===== config.mk =====
export PLATFORM = sky130hd
export DESIGN_NAME = f2u_trunc_conv
export DESIGN_NICKNAME = d
export VERILOG_FILES = /design/src/rtl/f2u_pkg.sv /design/src/rtl/f2u_classify.sv /design/src/rtl/f2u_align.sv /design/src/rtl/f2u_resolve.sv /design/src/rtl/f2u_trunc_conv.sv
export SDC_FILE = /design/constraint.sdc
export NUM_CORES = 1
export LEC_CHECK = 0
export BUFFER_PORTS_ARGS = -buffer_cell sky130_fd_sc_hd__buf_2
export CORE_MARGIN = 2
export CORE_UTILIZATION = 51
export DETAILED_ROUTE_END_ITERATION = 6
export GPL_TIMING_DRIVEN = 0
export PLACE_DENSITY = 0.87
export SLEW_MARGIN = 20
export SYNTH_ARGS = -nofsm -noshare
export SYNTH_HDL_FRONTEND = slang
export SYNTH_SLANG_ARGS = --single-unit

===== constraint.sdc =====
create_clock -name clk -period 0.8 [get_ports clk]
set_input_delay 0.16 -clock clk [delete_from_list [all_inputs] [get_ports clk]]
set_output_delay 0.16 -clock clk [all_outputs]
set_load 0.03 [all_outputs]

===== src/rtl/f2u_pkg.sv =====
package f2u_pkg;
  // Operand category, decided before any rounding takes place.
  typedef enum logic [2:0] {
    CLS_ZERO = 3'd0,  // +0 or -0: result 0, no flag
    CLS_NAN  = 3'd1,  // any NaN: result 0, invalid
    CLS_NEG  = 3'd2,  // negative nonzero: result 0, invalid
    CLS_OVF  = 3'd3,  // >= 2^INT_W: saturate, invalid
    CLS_FRAC = 3'd4,  // positive nonzero below 1.0: result 0, inexact
    CLS_INT  = 3'd5   // positive in [1, 2^INT_W): shifted mantissa
  } f2u_class_e;
endpackage


===== src/rtl/f2u_classify.sv =====
module f2u_classify
  import f2u_pkg::*;
#(
  parameter int EXP_W = 8,
  parameter int MAN_W = 23,
  parameter int INT_W = 32
) (
  input  logic [EXP_W+MAN_W:0]       op,
  output f2u_class_e                 cls,
  output logic [$clog2(INT_W)-1:0]   shamt
);
  localparam int SH_W    = $clog2(INT_W);
  localparam int BIAS    = (1 << (EXP_W - 1)) - 1;
  localparam int OVF_EXP = BIAS + INT_W;
  localparam logic [EXP_W-1:0] EXP_ONES = {EXP_W{1'b1}};
  localparam logic [EXP_W-1:0] EXP_OVF  = EXP_W'(OVF_EXP);
  localparam logic [EXP_W-1:0] EXP_ONE  = EXP_W'(BIAS);
  localparam logic [SH_W-1:0]  BIAS_LO  = SH_W'(BIAS);

  logic             sgn;
  logic [EXP_W-1:0] expf;
  logic [MAN_W-1:0] manf;
  logic             man_nz;
  logic             exp_nz;

  assign sgn    = op[EXP_W+MAN_W];
  assign expf   = op[MAN_W +: EXP_W];
  assign manf   = op[MAN_W-1:0];
  assign man_nz = |manf;
  assign exp_nz = |expf;

  // Priority: NaN, then sign, then magnitude range.
  always_comb begin
    if ((expf == EXP_ONES) && man_nz)      cls = CLS_NAN;
    else if (sgn && (exp_nz || man_nz))    cls = CLS_NEG;
    else if (sgn)                          cls = CLS_ZERO;
    else if (expf >= EXP_OVF)              cls = CLS_OVF;
    else if (expf < EXP_ONE)               cls = (exp_nz || man_nz) ? CLS_FRAC : CLS_ZERO;
    else                                   cls = CLS_INT;
  end

  // Unbiased exponent, meaningful only in CLS_INT where it lies in [0, INT_W).
  assign shamt = expf[SH_W-1:0] - BIAS_LO;
endmodule


===== src/rtl/f2u_align.sv =====
module f2u_align #(
  parameter int MAN_W = 23,
  parameter int INT_W = 32
) (
  input  logic [MAN_W-1:0]           man,
  input  logic [$clog2(INT_W)-1:0]   shamt,
  output logic [INT_W-1:0]           int_part,
  output logic                       frac_nz
);
  localparam int SH_W = $clog2(INT_W);
  localparam int W    = INT_W + MAN_W;

  logic [W-1:0] stg [0:SH_W];

  // Significand with hidden one, binary point sits above bit MAN_W-1.
  assign stg[0] = {{(INT_W-1){1'b0}}, 1'b1, man};

  for (genvar i = 0; i < SH_W; i++) begin : g_stage
    assign stg[i+1] = shamt[i] ? (stg[i] << (1 << i)) : stg[i];
  end

  assign int_part = stg[SH_W][W-1:MAN_W];
  assign frac_nz  = |stg[SH_W][MAN_W-1:0];
endmodule


===== src/rtl/f2u_resolve.sv =====
module f2u_resolve
  import f2u_pkg::*;
#(
  parameter int INT_W = 32
) (
  input  f2u_class_e        cls,
  input  logic [INT_W-1:0]  int_part,
  input  logic              frac_nz,
  output logic [INT_W-1:0]  result,
  output logic              invalid,
  output logic              inexact
);
  // One flag per operation: invalid paths never raise inexact.
  always_comb begin
    result  = '0;
    invalid = 1'b0;
    inexact = 1'b0;
    case (cls)
      CLS_NAN, CLS_NEG: invalid = 1'b1;
      CLS_OVF: begin
        result  = '1;
        invalid = 1'b1;
      end
      CLS_FRAC: inexact = 1'b1;
      CLS_INT: begin
        result  = int_part;
        inexact = frac_nz;
      end
      default: ;
    endcase
  end
endmodule


===== src/rtl/f2u_trunc_conv.sv =====
module f2u_trunc_conv
  import f2u_pkg::*;
#(
  parameter int EXP_W = 8,
  parameter int MAN_W = 23,
  parameter int INT_W = 32
) (
  input  logic                   clk,
  input  logic                   rst_n,
  input  logic                   in_valid,
  input  logic [EXP_W+MAN_W:0]   in_data,
  output logic                   out_valid,
  output logic [INT_W-1:0]       out_result,
  output logic                   out_invalid,
  output logic                   out_inexact,
  output logic [1:0]             out_status
);
  localparam int SH_W = $clog2(INT_W);

  f2u_class_e        cls;
  logic [SH_W-1:0]   shamt;
  logic [INT_W-1:0]  int_part;
  logic              frac_nz;
  logic [INT_W-1:0]  res_c;
  logic              inv_c;
  logic              inx_c;

  f2u_classify #(.EXP_W(EXP_W), .MAN_W(MAN_W), .INT_W(INT_W)) u_classify (
    .op    (in_data),
    .cls   (cls),
    .shamt (shamt)
  );

  f2u_align #(.MAN_W(MAN_W), .INT_W(INT_W)) u_align (
    .man      (in_data[MAN_W-1:0]),
    .shamt    (shamt),
    .int_part (int_part),
    .frac_nz  (frac_nz)
  );

  f2u_resolve #(.INT_W(INT_W)) u_resolve (
    .cls      (cls),
    .int_part (int_part),
    .frac_nz  (frac_nz),
    .result   (res_c),
    .invalid  (inv_c),
    .inexact  (inx_c)
  );

  // Next-state logic
  logic              cap_en;
  logic              vld_d,  vld_q;
  logic [INT_W-1:0]  res_d,  res_q;
  logic              inv_d,  inv_q;
  logic              inx_d,  inx_q;
  logic [1:0]        sts_d,  sts_q;

  assign cap_en = in_valid;

  always_comb begin
    vld_d = in_valid;
    inv_d = in_valid & inv_c;
    inx_d = in_valid & inx_c;
    res_d = res_q;
    sts_d = sts_q;
    if (cap_en) begin
      res_d = res_c;
      sts_d = {inv_c, inx_c};
    end
  end

  // Registers
  always_ff @(posedge clk or negedge rst_n) begin
    if (!rst_n) begin
      vld_q <= 1'b0;
      res_q <= '0;
      inv_q <= 1'b0;
      inx_q <= 1'b0;
      sts_q <= 2'b00;
    end else begin
      vld_q <= vld_d;
      res_q <= res_d;
      inv_q <= inv_d;
      inx_q <= inx_d;
      sts_q <= sts_d;
    end
  end

  assign out_valid   = vld_q;
  assign out_result  = res_q;
  assign out_invalid = inv_q;
  assign out_inexact = inx_q;
  assign out_status  = sts_q;
endmodule


# --- Word level (Yosys, flattened, before mapping) ---
# Index checks and enable logic that the tools add are counted.
classes:
  n_addsub: 1
  n_lt_le_gt_ge: 2
  n_eq_ne: 6
  n_mux: 14
  n_bitwise: 2
  n_reduce_logical: 7
op_table:
  columns: ["operator", "count"]
  rows:
  - ["$mux 55", 4]
  - ["$pmux 32 s2", 1]
  - ["$reduce_or 23->1", 2]
  - ["$mux 25", 1]
  - ["$mux 3", 6]
  - ["$eq 8x8->1 const B", 1]
  - ["$ge 8x8->1 const B", 1]
  - ["$lt 8x7->1 const B", 1]
  - ["$reduce_or 8->1", 1]
  - ["$eq 3x2->1 const B", 2]
  - ["$eq 3x3->1 const B", 2]
  - ["$sub 5x5->5 const B", 1]
  - ["$eq 3x1->1 const B", 1]
  - ["$reduce_or 3->1", 1]
  - ["$and 1x1->1", 2]
  - ["$logic_and 1x1->1", 2]
  - ["$pmux 1 s2", 1]
  - ["$logic_or 1x1->1", 1]
  - ["$mux 1", 1]
word_totals:
  register_bits: 37
  in_bits: 35
  out_inout_bits: 37
  word_cells: 37

# --- Logic depth before layout (Yosys ltp) ---
logic_depth:
  depth_word: 12
  depth_mapped: 15
  mapped_depth_nobuf: 9

# --- Cells and area by module ---
# Synthesis repeated with hierarchy kept, for this count alone.
unflattened:
  hier_cells: 440
  area_unflattened_um2: 3952.5
modules_own_cells:
  columns: ["module", "n_inst", "cells_per_inst", "area_each_um2", "seq_area_each_um2"]
  rows:
  - ["f2u_align", 1, 253, 1724.2, 0.0]
  - ["f2u_trunc_conv", 1, 77, 1492.7, 925.9]
  - ["f2u_resolve", 1, 80, 525.5, 0.0]
  - ["f2u_classify", 1, 30, 210.2, 0.0]

# --- Worst setup path after synthesis ---
# Ideal clock, no wire load.
synth_timing:
  path_type: "input to register"
  from: "in in_data[23]"
  to: "reg sts_q[0], in the netlist out_status[0]"
  setup_ps: 136
  t_arrival_ps: 3225
  required_ps: 664
  setup_slack_ps: -2561
  stages: 13
  n_path_buf: 4
  path_cell_list: "buf_2 inv_1 buf_2 buf_2 ha_1 buf_6 or3_1 a211o_1 a2111o_1 a221oi_2 o221ai_2 nor4_2 o22ai_1"
synth_via:
  elab_chain_len: 10
  elab_cells_between_ends: 23
  cone_classes: "add/sub (1); order compare (2); eq/ne (3); mux (12); reduce/logical (5)"
synth_rtl:
  columns: ["element", "line", "rtl"]
  rows:
  - ["start, declared", "f2u_trunc_conv.sv:11", "input logic [EXP_W+MAN_W:0] in_data,"]
  - ["parallel branches: the longest is 9 deep, another holds $sub 5x5->5", null, null]
  - ["$pmux 1 s2 (*)", "f2u_resolve.sv:18", "case (cls)"]
  - ["end signal, assigned", "f2u_trunc_conv.sv:85", "sts_q <= sts_d;"]
  - ["end, declared", "f2u_trunc_conv.sv:56", "logic [1:0] sts_d, sts_q;"]
# Mark *: on every way between the ends.
# A chain may end at the register's enable or synchronous reset.

# --- Final worst setup path ---
layout_timing:
  from: "in in_data[23]"
  to: "reg res_q[6], in the netlist out_result[6]"
layout_via:
  elab_chain_len: 10
  elab_cells_between_ends: 22
  cone_classes: "add/sub (1); order compare (2); eq/ne (3); mux (12); reduce/logical (4)"
layout_rtl:
  columns: ["element", "line", "rtl"]
  rows:
  - ["parallel branches: the longest is 9 deep, another holds $lt 8x7->1", null, null]
  - ["$pmux 32 s2 (*)", "f2u_resolve.sv:18", null]
  - ["end signal, assigned", "f2u_trunc_conv.sv:82", "res_q <= res_d;"]
  - ["end, declared", "f2u_trunc_conv.sv:53", "logic [INT_W-1:0] res_d, res_q;"]
# Marks and branches as above.

==> reports/results.txt <==
Final min period - 2.802 ns
Final worst path period share - 350.3%
Worst-margin pin slew - 0.8004 ns
Buffers on Ports - 68
Clk pin slew, worst setup/hold paths - 0.08 ns
Critical Path AT - 3.03 ns
Slew Limit Fails - 0
Worst Hold Margin - -0.04870 ns
Top cell type by total area after synthesis - dfrtp_1
Die Area - 7369 µm²
First-pass GRT wire length - 20150 µm
Synth Net Count - 441
Nets - 584
Final setup viols - 73
Share of the synthesized area in the top cell type - 27.11%
Largest net degree at the start of global routing - 38
Primary FF master, synth - dfrtp_1
Distinct cell type count after synthesis - 56
Relative slew slack - 46.64%
Starting Density - 53.19%
F_max - 0.3569 GHz
Die height - 85.84 µm
Final WS setup - -2.002 ns
Largest cells by area after synthesis - dfrtp_1 27%, mux2i_1 10%, mux4_2 9.2%
Via count - 4241
CP required - 1.02 ns
Peak supply drop - 0.0009123 V
Fraction of layout cells with a size suffix above 1 - 55.58%
Post-Syn Area - 3416 µm²
Diode count - 0
Post-synthesis cell count - 403
Worst setup SP type - primary input
H-tree Lvls - 2
Cell with the most instances after synthesis - nand2_1
Final ANT Viol Nets - 0
Clk_lat worst skew - 0.29 ns
Iter 0 DRT Violations - 612
DP Worst Slack - -2.589 ns
Total GRT Usage - 35.00%
Core ar. - 6422 µm²
CTS Buf Count - 5
PD cells - 1486 nW/µm²
Number of fill cells in the layout - 313
Vias per cell - 6.796
Core Rows - 29
Largest fanout on the critical path - 5
Number of global-route vias before repair - 3896
EDFF count, synth - 0
Area growth, synth to finish - 64.54%
DRT Wirelength - 14560 µm
WS Path Type - in2reg
CTS Sinks - 37
Bufs on Longest Clock Path - 2
Synth Register Bits - 37
RSZ-0062 raised after global routing - yes
Top cells by count, synth - 57 x nand2_1, 44 x nor2_1, 37 x dfrtp_1
Post-Syn Area per Cell - 8.476 µm²
Syn. warnings - 0
CTS tree - done
Grt ovf - 0
HP Class - in2async
Width of the die - 85.84 µm
Failing checks - DRC, hold timing, setup timing
Outcome - complete, but fails checks
Ports - 72
CP Capture Type - flip-flop
Hold Fails Final Rpt - 37
Clock Skews - 0 ns
Routed WL per cell - 23.33 µm
Antenna violations before repair - 0
Leakage power of the design - 2.304 nW
Sequential element share of the synthesized area - 27.11%
DRC - 8
Asr flop ratio synth - 100.0%
Drt first pass iters - 7
Gp weighted congestion - 1.019
Max-Cap Viols - 0
Hpwl dp - 8404 µm
Clk root buf - clkbuf_8
power by group:
part / total [mW] / internal, mW / switching [mW]
clock network: 1.29 / 0.601 / 0.689
registers: 2.19 / 2.05 / 0.142
logic: 4.87 / 2.24 / 2.62
metal layers:
metal / up-vias / wire length [µm] / track usage (%)
met4: 0 / 756 / 12.27
met2: 348 / 7458 / 63.14
met5: - / 0 / 0
li1: 1789 / - / -
met1: 2015 / 5117 / 42.14
met3: 89 / 1223 / 5.775
final timing paths:
| check | start | endpoint | slack [ns] | cells after the start |
|---|---|---|---|---|
| max in group asynchronous | rst_n | out_result[21] | 0.34 | 1 |
| min in group clk | in_data[31] | out_inexact | 0.34 | 4 |
| worst min register to register | out_result[17] | out_result[17] | 0.56 | 2 |
| worst max-delay path | in_data[23] | out_result[6] | -2.00 | 20 |
| worst max register to register | out_result[31] | out_result[31] | -0.17 | 4 |
| worst min-delay path | rst_n | out_result[24] | -0.05 | 1 |
flip-flops by register name, summed over array words and instances (netlist names):
signal,count
out_inexact,1
out_result,32
out_invalid,1
out_status,2
out_valid,1
critical path: stages:
cell and delay (ns):
buf_8 0.08, buf_12 0.11, inv_12 0.03, buf_12 0.12, buf_12 0.11, ha_4 0.25
buf_12 0.13, buf_12 0.13, buf_12 0.12, buf_8 0.12, mux2i_4 0.18, mux4_2 0.50
buf_6 0.14, buf_6 0.10, buf_6 0.10, buf_6 0.11, nand2_2 0.08, o211a_1 0.19
o21ai_2 0.08, a21oi_2 0.15
final cells by class:
| cell class | instances | area (µm²) | share of cell area [%] |
|---|---|---|---|
| clock buffer | 5 | 68.82 | 1.224 |
| timing repair buffer | 137 | 1184 | 21.06 |
| inverter | 5 | 31.28 | 0.5565 |
| sequential | 37 | 925.9 | 16.47 |
| multi-input combinational | 329 | 3045 | 54.19 |
| clock inverter | 3 | 17.52 | 0.3117 |
| tap | 77 | 96.34 | 1.714 |
| buffer | 31 | 251.5 | 4.475 |
cell usage in the layout, fill, tap and decap left out, types with 9 or more instances in the layout:
master	count
a21oi_1	22
a21oi_2	14
buf_12	9
buf_2	36
buf_4	57
buf_6	46
dfrtp_1	37
mux2_4	11
mux2i_2	9
mux2i_4	19
mux4_2	14
nand2_1	45
nand2_2	9
nor2_1	37
o211ai_1	13
o21ai_1	10
cell families (layout without fill, tap and decap cells):
kind of cell               count (synthesis)  after routing  share of synthesized area, %
adders and majority gates                  3              3                         1.099
DFF                                       37             37                         27.11
muxes                                     66             66                         25.09
xor gates and xnor gates                   6              6                         1.759
buffers and inverters                     37            181                         4.762
AOI/OAI and AO/OA                        109            109                         20.59
and+or+nand+nor                          145            145                         19.60
repair_timing:
action                                  in CTS  in global routing
pin swaps                                   23                 37
buffers inserted                            42                 28
hold endpoints to repair                    38                  0
resized for setup                          164                 92
hold buffers                                 1                  0
endpoints found under the setup margin      73                 73
stage by stage:
stage               util [%]  total power, mW  TNS [ns]  std cells  instance area, µm²
finish                 87.51            8.350    -61.17        624                5620
CTS                    78.71            7.435    -57.57        598                5055
floorplan                  -            4.290    -50.53        403                3562
global placement       62.26            5.104    -69.45        548                3999
detailed placement     62.26            5.160    -71.51        548                3999
global route           87.51            8.631    -63.43        624                5620
(Power assumes the default switching activity.)
